$ cat src/rtl/bte_pkg.sv
package bte_pkg;
  localparam logic [7:0] OP_STORE = 8'h55;
  localparam logic [7:0] OP_LOAD  = 8'h65;

  typedef enum logic [1:0] {
    ST_IDLE  = 2'd0,
    ST_MOVE  = 2'd1,
    ST_DRAIN = 2'd2,
    ST_DONE  = 2'd3
  } bte_state_e;
endpackage

$ cat src/rtl/bte_decode.sv
module bte_decode
  import bte_pkg::*;
(
  input  logic [7:0] op_i,
  output logic       hit_o,
  output logic       load_o
);
  always_comb begin
    hit_o  = 1'b0;
    load_o = 1'b0;
    case (op_i)
      OP_STORE: hit_o = 1'b1;
      OP_LOAD: begin
        hit_o  = 1'b1;
        load_o = 1'b1;
      end
      default: ;
    endcase
  end
endmodule

$ cat src/rtl/bte_ctrl.sv
module bte_ctrl
  import bte_pkg::*;
#(
  parameter int IDX_W = 4
) (
  input  logic             clk,
  input  logic             rst_n,
  input  logic             req_i,
  input  logic             load_i,
  input  logic [IDX_W-1:0] last_i,
  output bte_state_e       state_o,
  output logic [IDX_W-1:0] cnt_o,
  output logic [IDX_W-1:0] last_o,
  output logic             load_o,
  output logic             accept_o,
  output logic             finish_o
);
  bte_state_e       state_q, state_d;
  logic [IDX_W-1:0] cnt_q, cnt_d;
  logic [IDX_W-1:0] last_q;
  logic             load_q;
  logic             at_end;
  logic             cnt_en;

  assign at_end   = (cnt_q == last_q);
  assign accept_o = req_i && ((state_q == ST_IDLE) || (state_q == ST_DONE));
  assign finish_o = ((state_q == ST_MOVE) && at_end && !load_q) ||
                    (state_q == ST_DRAIN);

  always_comb begin
    state_d = state_q;
    cnt_d   = cnt_q;
    cnt_en  = 1'b0;
    case (state_q)
      ST_IDLE, ST_DONE: begin
        state_d = accept_o ? ST_MOVE : ST_IDLE;
        if (accept_o) begin
          cnt_d  = '0;
          cnt_en = 1'b1;
        end
      end
      ST_MOVE: begin
        if (at_end) begin
          state_d = load_q ? ST_DRAIN : ST_DONE;
        end else begin
          cnt_d  = cnt_q + 1'b1;
          cnt_en = 1'b1;
        end
      end
      ST_DRAIN: state_d = ST_DONE;
      default:  state_d = ST_IDLE;
    endcase
  end

  always_ff @(posedge clk or negedge rst_n) begin
    if (!rst_n) begin
      state_q <= ST_IDLE;
      cnt_q   <= '0;
      last_q  <= '0;
      load_q  <= 1'b0;
    end else begin
      state_q <= state_d;
      if (cnt_en) cnt_q <= cnt_d;
      if (accept_o) begin
        last_q <= last_i;
        load_q <= load_i;
      end
    end
  end

  assign state_o = state_q;
  assign cnt_o   = cnt_q;
  assign last_o  = last_q;
  assign load_o  = load_q;
endmodule

$ cat src/rtl/bte_addr.sv
module bte_addr #(
  parameter int ADDR_W = 12,
  parameter int IDX_W  = 4
) (
  input  logic              clk,
  input  logic              rst_n,
  input  logic              accept_i,
  input  logic              finish_i,
  input  logic [ADDR_W-1:0] base_i,
  input  logic              advance_i,
  input  logic [IDX_W-1:0]  cnt_i,
  input  logic [IDX_W-1:0]  last_i,
  output logic [ADDR_W-1:0] mem_addr_o,
  output logic [ADDR_W-1:0] idx_o
);
  localparam int PAD_W = ADDR_W - IDX_W;

  logic [ADDR_W-1:0] base_q;
  logic              adv_q;
  logic [ADDR_W-1:0] idx_q, idx_d;
  logic [ADDR_W-1:0] cnt_ext, last_ext;

  assign cnt_ext    = {{PAD_W{1'b0}}, cnt_i};
  assign last_ext   = {{PAD_W{1'b0}}, last_i};
  assign mem_addr_o = base_q + cnt_ext;

  always_comb begin
    idx_d = base_q;
    if (adv_q) idx_d = base_q + last_ext + ADDR_W'(1);
  end

  always_ff @(posedge clk or negedge rst_n) begin
    if (!rst_n) begin
      base_q <= '0;
      adv_q  <= 1'b0;
      idx_q  <= '0;
    end else begin
      if (accept_i) begin
        base_q <= base_i;
        adv_q  <= advance_i;
      end
      if (finish_i) idx_q <= idx_d;
    end
  end

  assign idx_o = idx_q;
endmodule

$ cat src/rtl/bte_rdpipe.sv
module bte_rdpipe #(
  parameter int IDX_W  = 4,
  parameter int DATA_W = 8
) (
  input  logic              clk,
  input  logic              rst_n,
  input  logic              issue_i,
  input  logic [IDX_W-1:0]  idx_i,
  input  logic [DATA_W-1:0] rdata_i,
  output logic              we_o,
  output logic [IDX_W-1:0]  waddr_o,
  output logic [DATA_W-1:0] wdata_o
);
  logic             pend_q;
  logic [IDX_W-1:0] pidx_q;

  always_ff @(posedge clk or negedge rst_n) begin
    if (!rst_n) begin
      pend_q <= 1'b0;
      pidx_q <= '0;
    end else begin
      pend_q <= issue_i;
      if (issue_i) pidx_q <= idx_i;
    end
  end

  assign we_o    = pend_q;
  assign waddr_o = pidx_q;
  assign wdata_o = rdata_i;
endmodule

$ cat src/rtl/bte_engine.sv
module bte_engine
  import bte_pkg::*;
#(
  parameter int ADDR_W = 12,
  parameter int DATA_W = 8,
  parameter int NREG   = 16,
  localparam int IDX_W = $clog2(NREG)
) (
  input  logic              clk,
  input  logic              rst_n,
  input  logic              start_i,
  input  logic [7:0]        op_i,
  input  logic [IDX_W-1:0]  last_idx_i,
  input  logic [ADDR_W-1:0] base_i,
  input  logic              advance_i,
  output logic              busy_o,
  output logic              done_o,
  output logic [ADDR_W-1:0] idx_o,
  output logic [ADDR_W-1:0] mem_addr_o,
  output logic [DATA_W-1:0] mem_wdata_o,
  output logic              mem_we_o,
  input  logic [DATA_W-1:0] mem_rdata_i,
  output logic [IDX_W-1:0]  rf_raddr_o,
  input  logic [DATA_W-1:0] rf_rdata_i,
  output logic [IDX_W-1:0]  rf_waddr_o,
  output logic [DATA_W-1:0] rf_wdata_o,
  output logic              rf_we_o
);
  logic             op_hit, op_load;
  bte_state_e       state;
  logic [IDX_W-1:0] cnt, last;
  logic             load_q, accept, finish;
  logic             moving;

  bte_decode u_dec (
    .op_i   (op_i),
    .hit_o  (op_hit),
    .load_o (op_load)
  );

  bte_ctrl #(.IDX_W(IDX_W)) u_ctrl (
    .clk      (clk),
    .rst_n    (rst_n),
    .req_i    (start_i && op_hit),
    .load_i   (op_load),
    .last_i   (last_idx_i),
    .state_o  (state),
    .cnt_o    (cnt),
    .last_o   (last),
    .load_o   (load_q),
    .accept_o (accept),
    .finish_o (finish)
  );

  bte_addr #(.ADDR_W(ADDR_W), .IDX_W(IDX_W)) u_addr (
    .clk        (clk),
    .rst_n      (rst_n),
    .accept_i   (accept),
    .finish_i   (finish),
    .base_i     (base_i),
    .advance_i  (advance_i),
    .cnt_i      (cnt),
    .last_i     (last),
    .mem_addr_o (mem_addr_o),
    .idx_o      (idx_o)
  );

  assign moving = (state == ST_MOVE);

  bte_rdpipe #(.IDX_W(IDX_W), .DATA_W(DATA_W)) u_pipe (
    .clk     (clk),
    .rst_n   (rst_n),
    .issue_i (moving && load_q),
    .idx_i   (cnt),
    .rdata_i (mem_rdata_i),
    .we_o    (rf_we_o),
    .waddr_o (rf_waddr_o),
    .wdata_o (rf_wdata_o)
  );

  assign mem_we_o    = moving && !load_q;
  assign mem_wdata_o = rf_rdata_i;
  assign rf_raddr_o  = cnt;
  assign busy_o      = moving || (state == ST_DRAIN);
  assign done_o      = (state == ST_DONE);
endmodule

$ cat config.mk
export PLATFORM = sky130hd
export DESIGN_NAME = bte_engine
export DESIGN_NICKNAME = d
export VERILOG_FILES = /design/src/rtl/bte_pkg.sv /design/src/rtl/bte_decode.sv /design/src/rtl/bte_ctrl.sv /design/src/rtl/bte_addr.sv /design/src/rtl/bte_rdpipe.sv /design/src/rtl/bte_engine.sv
export SDC_FILE = /design/constraint.sdc
export NUM_CORES = 1
export LEC_CHECK = 0
export ABC_AREA = 1
export CAP_MARGIN = 20
export CORE_MARGIN = 2
export CORE_UTILIZATION = 41
export DETAILED_ROUTE_END_ITERATION = 16
export PLACE_DENSITY = 0.81
export SLEW_MARGIN = 20
export SYNTH_ARGS = -nofsm -noshare
export SYNTH_HDL_FRONTEND = slang
export SYNTH_HIERARCHICAL = 1
export SYNTH_SLANG_ARGS = --single-unit
export TNS_END_PERCENT = 100
$ cat constraint.sdc
create_clock -name clk -period 1.9 [get_ports clk]
set_input_delay 0.475 -clock clk [delete_from_list [all_inputs] [get_ports clk]]
set_output_delay 0.475 -clock clk [all_outputs]
set_load 0.02 [all_outputs]
After elaboration in Yosys (flattened, before gate mapping) --
Index checks and enable logic that the tools add are counted.
Word-level totals: register bits 41, output and inout bits 52
Operators by class: add/subtract/negate cells 4, equality and inequality tests 9, mux-type cells 13, reduce and logical (&&, ||, !) cells 15
Operator list (count):
- 12-bit by 4-bit adder with 12-bit output | 2
- 8-bit by 7-bit equality test with 1-bit output, second input constant | 2
- 12-bit by 1-bit adder with 12-bit output, second input constant | 1
- 12-bit 2-to-1 mux | 1
- 4-bit 2-to-1 mux | 2
- 4-bit case mux with 2 select lines | 1
- 1-bit logical AND | 6
- 1-bit 2-to-1 mux | 6
- 2-bit case mux with 3 select lines | 1
- 4-bit by 1-bit adder with 4-bit output, second input constant | 1
- 2-bit equality test, second input constant | 2
- 4-bit equality test | 1
- 2-bit by 1-bit inequality test with 1-bit output, second input constant | 2
- 4-bit AND reduction | 1
- 2-bit OR reduction | 2
- 1-bit logical OR | 3
- 2-bit by 1-bit equality test with 1-bit output, second input constant | 1
- 2-bit zero test | 1
- 2-bit 2-to-1 mux | 1
- 2-bit inequality test, second input constant | 1
- 1-bit case mux with 2 select lines | 1
- 2-bit nonzero test | 1
- 1-bit zero test | 1

Logic depth before layout (Yosys ltp) --
depth after elaboration 8, depth in mapped cells 12

By module --
Netlist, hierarchy kept.
Modules (own cells, without submodules):
- bte_addr | times used 1, cells an instance 205, area an instance 1636.6 µm²
- bte_ctrl | times used 1, cells an instance 85, area an instance 654.4 µm²
- bte_rdpipe | times used 1, cells an instance 26, area an instance 234.0 µm²
- bte_engine | times used 1, cells an instance 18, area an instance 117.6 µm²
- bte_decode | times used 1, cells an instance 12, area an instance 53.8 µm²

Worst setup path after synthesis --
No wires, ideal clock.
path kind register to output, from register u_ctrl.cnt_q[0], in the netlist u_ctrl/cnt_o[0], to output port mem_addr_o[10], data arrival time 1840 ps, setup slack -415 ps, stages on the path, launching flop included 7, cells stage by stage dfrtp_1 -> ha_1 -> fa_1 -> nand3_1 -> nand3_1 -> nand3_1 -> xor2_1
On the way: word-level cells in the longest chain between the ends 1
Ends and longest elaborated chain:
- from (decl) | RTL line bte_ctrl.sv:19 | logic [IDX_W-1:0] cnt_q, cnt_d;
- from (signal assigned) | RTL line bte_ctrl.sv:63 | if (cnt_en) cnt_q <= cnt_d;
- 12-bit by 4-bit adder with 12-bit output | RTL line bte_addr.sv:25 | assign mem_addr_o = base_q + cnt_ext;
- to (decl) | RTL line bte_engine.sv:19 | output logic [ADDR_W-1:0] mem_addr_o,
No other way between the ends.

Worst setup path after layout --
from register u_ctrl.cnt_q[0], in the netlist u_ctrl/cnt_o[0], to output port mem_addr_o[8]
Same word-level chain as after synthesis.

==> metrics.txt <==
run status=complete, but fails checks; failing checks=setup timing; setup tns final=-4.66 ns; share of post-route cells with drive strength above 1=0.334; Port Buffer Count=63; FF+latch count, synth=41; die outline area=0.00724 mm2; via count=2,681; crit path cell chain=ha_4 -> fa_2 -> nand3_4 -> nand3_4 -> nand2_4 -> xor2_4 -> buf_6; placed cell areas=0.00368 mm2; crit-path most repeated cell=nand3_4; R2R setup slack=-0.16 ns; H-tree levels=2; die width=85.1 um; Worst path slowest cell=dfrtp_2; Synth Area per Inst=7.79 um2; CORE AREA=0.00635 mm2; largest net degree at the start of global routing=42; most frequent cell after synthesis=nand2_1; worst slack, placed=-0.598 ns; M3 GR Usage=0.0428; RSZ-0062 raised after global routing=true; area grow syn2layout=50.8%; worst setup path class=register to output port; initial antenna violation count=0; synth unique cells=32; worst hold-check path type=primary input to async pin; endpoints failing setup=15; effective utilization at floorplan=0.425; Critical Path RT=1.42 ns; GP Congestion=0.883; number of global-route vias before repair=2,504; antenna-violating nets left=0; async set-reset flop share out of synthesis=1.00; CP endpoint kind=output port; # IOs=96; worst path bufs/invs=1; Inserted Clock Buffers=5; DRC viols=0; Post-Place Cells=496; Warnings, synthesis=6; period utilization=1.24; Post-Layout Cell Count=514; worst-margin pin slew=0.657 ns; GR Util All Layers=0.203; Post-CTS Hold Buffers=0; Starting DRT DRC Count=168; Max Cap Viol=0; met2 Usage GRT=0.344; Yosys top cell area share=0.381; post-synth top area cell=dfrtp_1; CP max FO=4; clk buf depth=2; Synth top cells by count=105 x nand2_1, 43 x inv_1, 41 x dfrtp_1; final instance area=0.00407 mm2; global-route wire length before repair=11,800 um; Netlist Area Pre-Place=0.00270 mm2; CP max stage delay=0.43 ns; Post-synth EDFFs=0; Nets=495; grt peak-use layer=met2; Power Total=5.92 mW; Rel. slew slack=0.562; leak pwr=1.98 nW; syn nets=405; highest clock rate=0.423 GHz; overall die height=85.1 um; Routed WL per cell=15.0 um; CTS tree=yes; total grt overflow=0; ys flop type=dfrtp_1; sequential fraction of the synthesis area=0.381; CTS Sinks=41; routed wire length=7720 um; Cell Rows=29; top cells by area, synth=dfrtp_1 38%, nand2_1 15%, ha_1 6.0%; Clock Skews=0.00553 ns; clk_lat worst skew=0.30 ns; worst setup margin=-0.461 ns; DR vias/cell=5.22; Top Family by Delay on Critical Path=adder cells; Worst VDD drop=0.000938 V; DPL Wire Length=5150 um; Worst Setup Start Kind=register; CTS clock-pin slew for the worst setup and hold paths=0.08 ns; Syn Inst Count=346; clk root buf=clkbuf_8; drt first pass iters=5; GR Util met1=0.256; Antenna Diode Count=0; max-slew violations=0; Fin. Hold Viols=0; Cell Pwr Density=1450 mW/mm2; Tmin final=2.36 ns; Worst EP arrival=1.89 ns
-- cell usage in the layout (no fill, tap or decap), types with 3 or more instances in the layout --
cell             netlist  routed
clkbuf_8               2       5
nand3_1               21      10
nor2_1                10       9
xor2_1                11       3
nand3_2                2       9
nand2_2                5      15
a21oi_4                0       3
dfrtp_1               41      37
a21oi_1               10       9
nand4_1               10      10
dlygate4sd2_1          0       6
nor2_2                 4       5
clkdlybuf4s50_1        0      43
xor2_4                 0       4
buf_4                 18      40
nand2_1              105      91
inv_2                  4       8
ha_1                  13       6
inv_1                 43      39
nand3_4                0       4
dfrtp_2                0       4
nand2_4                2       6
xor2_2                 0       4
ha_4                   0       7
o21ai_0               22      21
buf_6                  1      13
-- per-stage QoR --
| step | hold slack (ns) | utilization |
|---|---|---|
| final | 0.230 | 0.640 |
| after global routing | 0.280 | 0.640 |
| after CTS | 0.247 | 0.610 |
| after detailed placement | 0.467 | 0.580 |
| after global placement | 0.458 | 0.580 |
| after floorplan | 0.179 | - |
-- routing by layer --
metal	wire, um	vias to the layer above
met4	240	0
met3	497	29
met5	0	-
li1	-	1248
met2	3910	130
met1	3070	1274
-- registers in the layout, summed over array words and instances (netlist names) --
signal,cells
u_addr/base_q,12
u_addr/idx_o,12
u_ctrl/cnt_o,4
u_ctrl/last_o,4
u_pipe/waddr_o,4
u_ctrl/state_o,2
u_addr/adv_q,1
u_ctrl/load_o,1
u_pipe/we_o,1
-- report_power, final --
| part | switching [mW] | internal (mW) | leakage (nW) | total (mW) |
|---|---|---|---|---|
| clock network | 0.312 | 0.255 | 0.0450 | 0.567 |
| logic | 2.21 | 1.80 | 1.50 | 4.01 |
| registers | 0.198 | 1.14 | 0.441 | 1.34 |
| total | 2.72 | 3.20 | 1.98 | 5.92 |
-- worst reg2reg max path, delay by kind of cell, from the launching register on --
family | cells | cell delay, ns
and+or+nand+nor | 7 | 0.68
adders and majority gates | 2 | 0.55
DFF | 1 | 0.40
buffers and inverters | 4 | 0.34
-- what timing repair did --
action,4_1_cts,5_1_grt
setup endpoints to repair,23,45
pin swaps,11,25
gates resized for setup,82,40
buffers inserted,7,5
-- final cells by class --
| cell class | instances | area, um2 |
|---|---|---|
| Fill cell | 467 | 2280 |
| Multi-Input combinational cell | 233 | 1680 |
| Sequential cell | 41 | 1030 |
| Timing Repair Buffer | 108 | 996 |
| Inverter | 47 | 176 |
| Tap cell | 77 | 96.3 |
| Clock buffer | 6 | 72.6 |
| Clock inverter | 2 | 10.0 |
-- final timing paths --
kind | from | endpoint | cells after the start
setup / recovery | u_ctrl/cnt_o[0]$_DFFE_PN0P_ | mem_addr_o[8] | 7
hold / removal | rst_n | u_ctrl/state_o[1]$_DFFE_PN0P_ | 2
setup reg to reg | u_addr/base_q[0]$_DFFE_PN0P_ | u_addr/idx_o[10]$_DFFE_PN0P_ | 13
hold reg to reg | u_addr/idx_o[7]$_DFFE_PN0P_ | u_addr/idx_o[7]$_DFFE_PN0P_ | 2
max in group asynchronous | rst_n | u_ctrl/cnt_o[1]$_DFFE_PN0P_ | 2
min in group clk | u_addr/idx_o[7]$_DFFE_PN0P_ | u_addr/idx_o[7]$_DFFE_PN0P_ | 2
-- cells by family after synthesis --
| family | synth area share |
|---|---|
| AND/OR/NAND/NOR | 0.282 |
| flip-flops | 0.381 |
| multiplexers | 0.00835 |
| AO/OA/AOI/OAI | 0.0789 |
| adder cells (fa/ha/maj) | 0.0752 |
| buffers and inverters | 0.136 |
| XOR/XNOR | 0.0390 |
(Power assumes the default switching activity.)
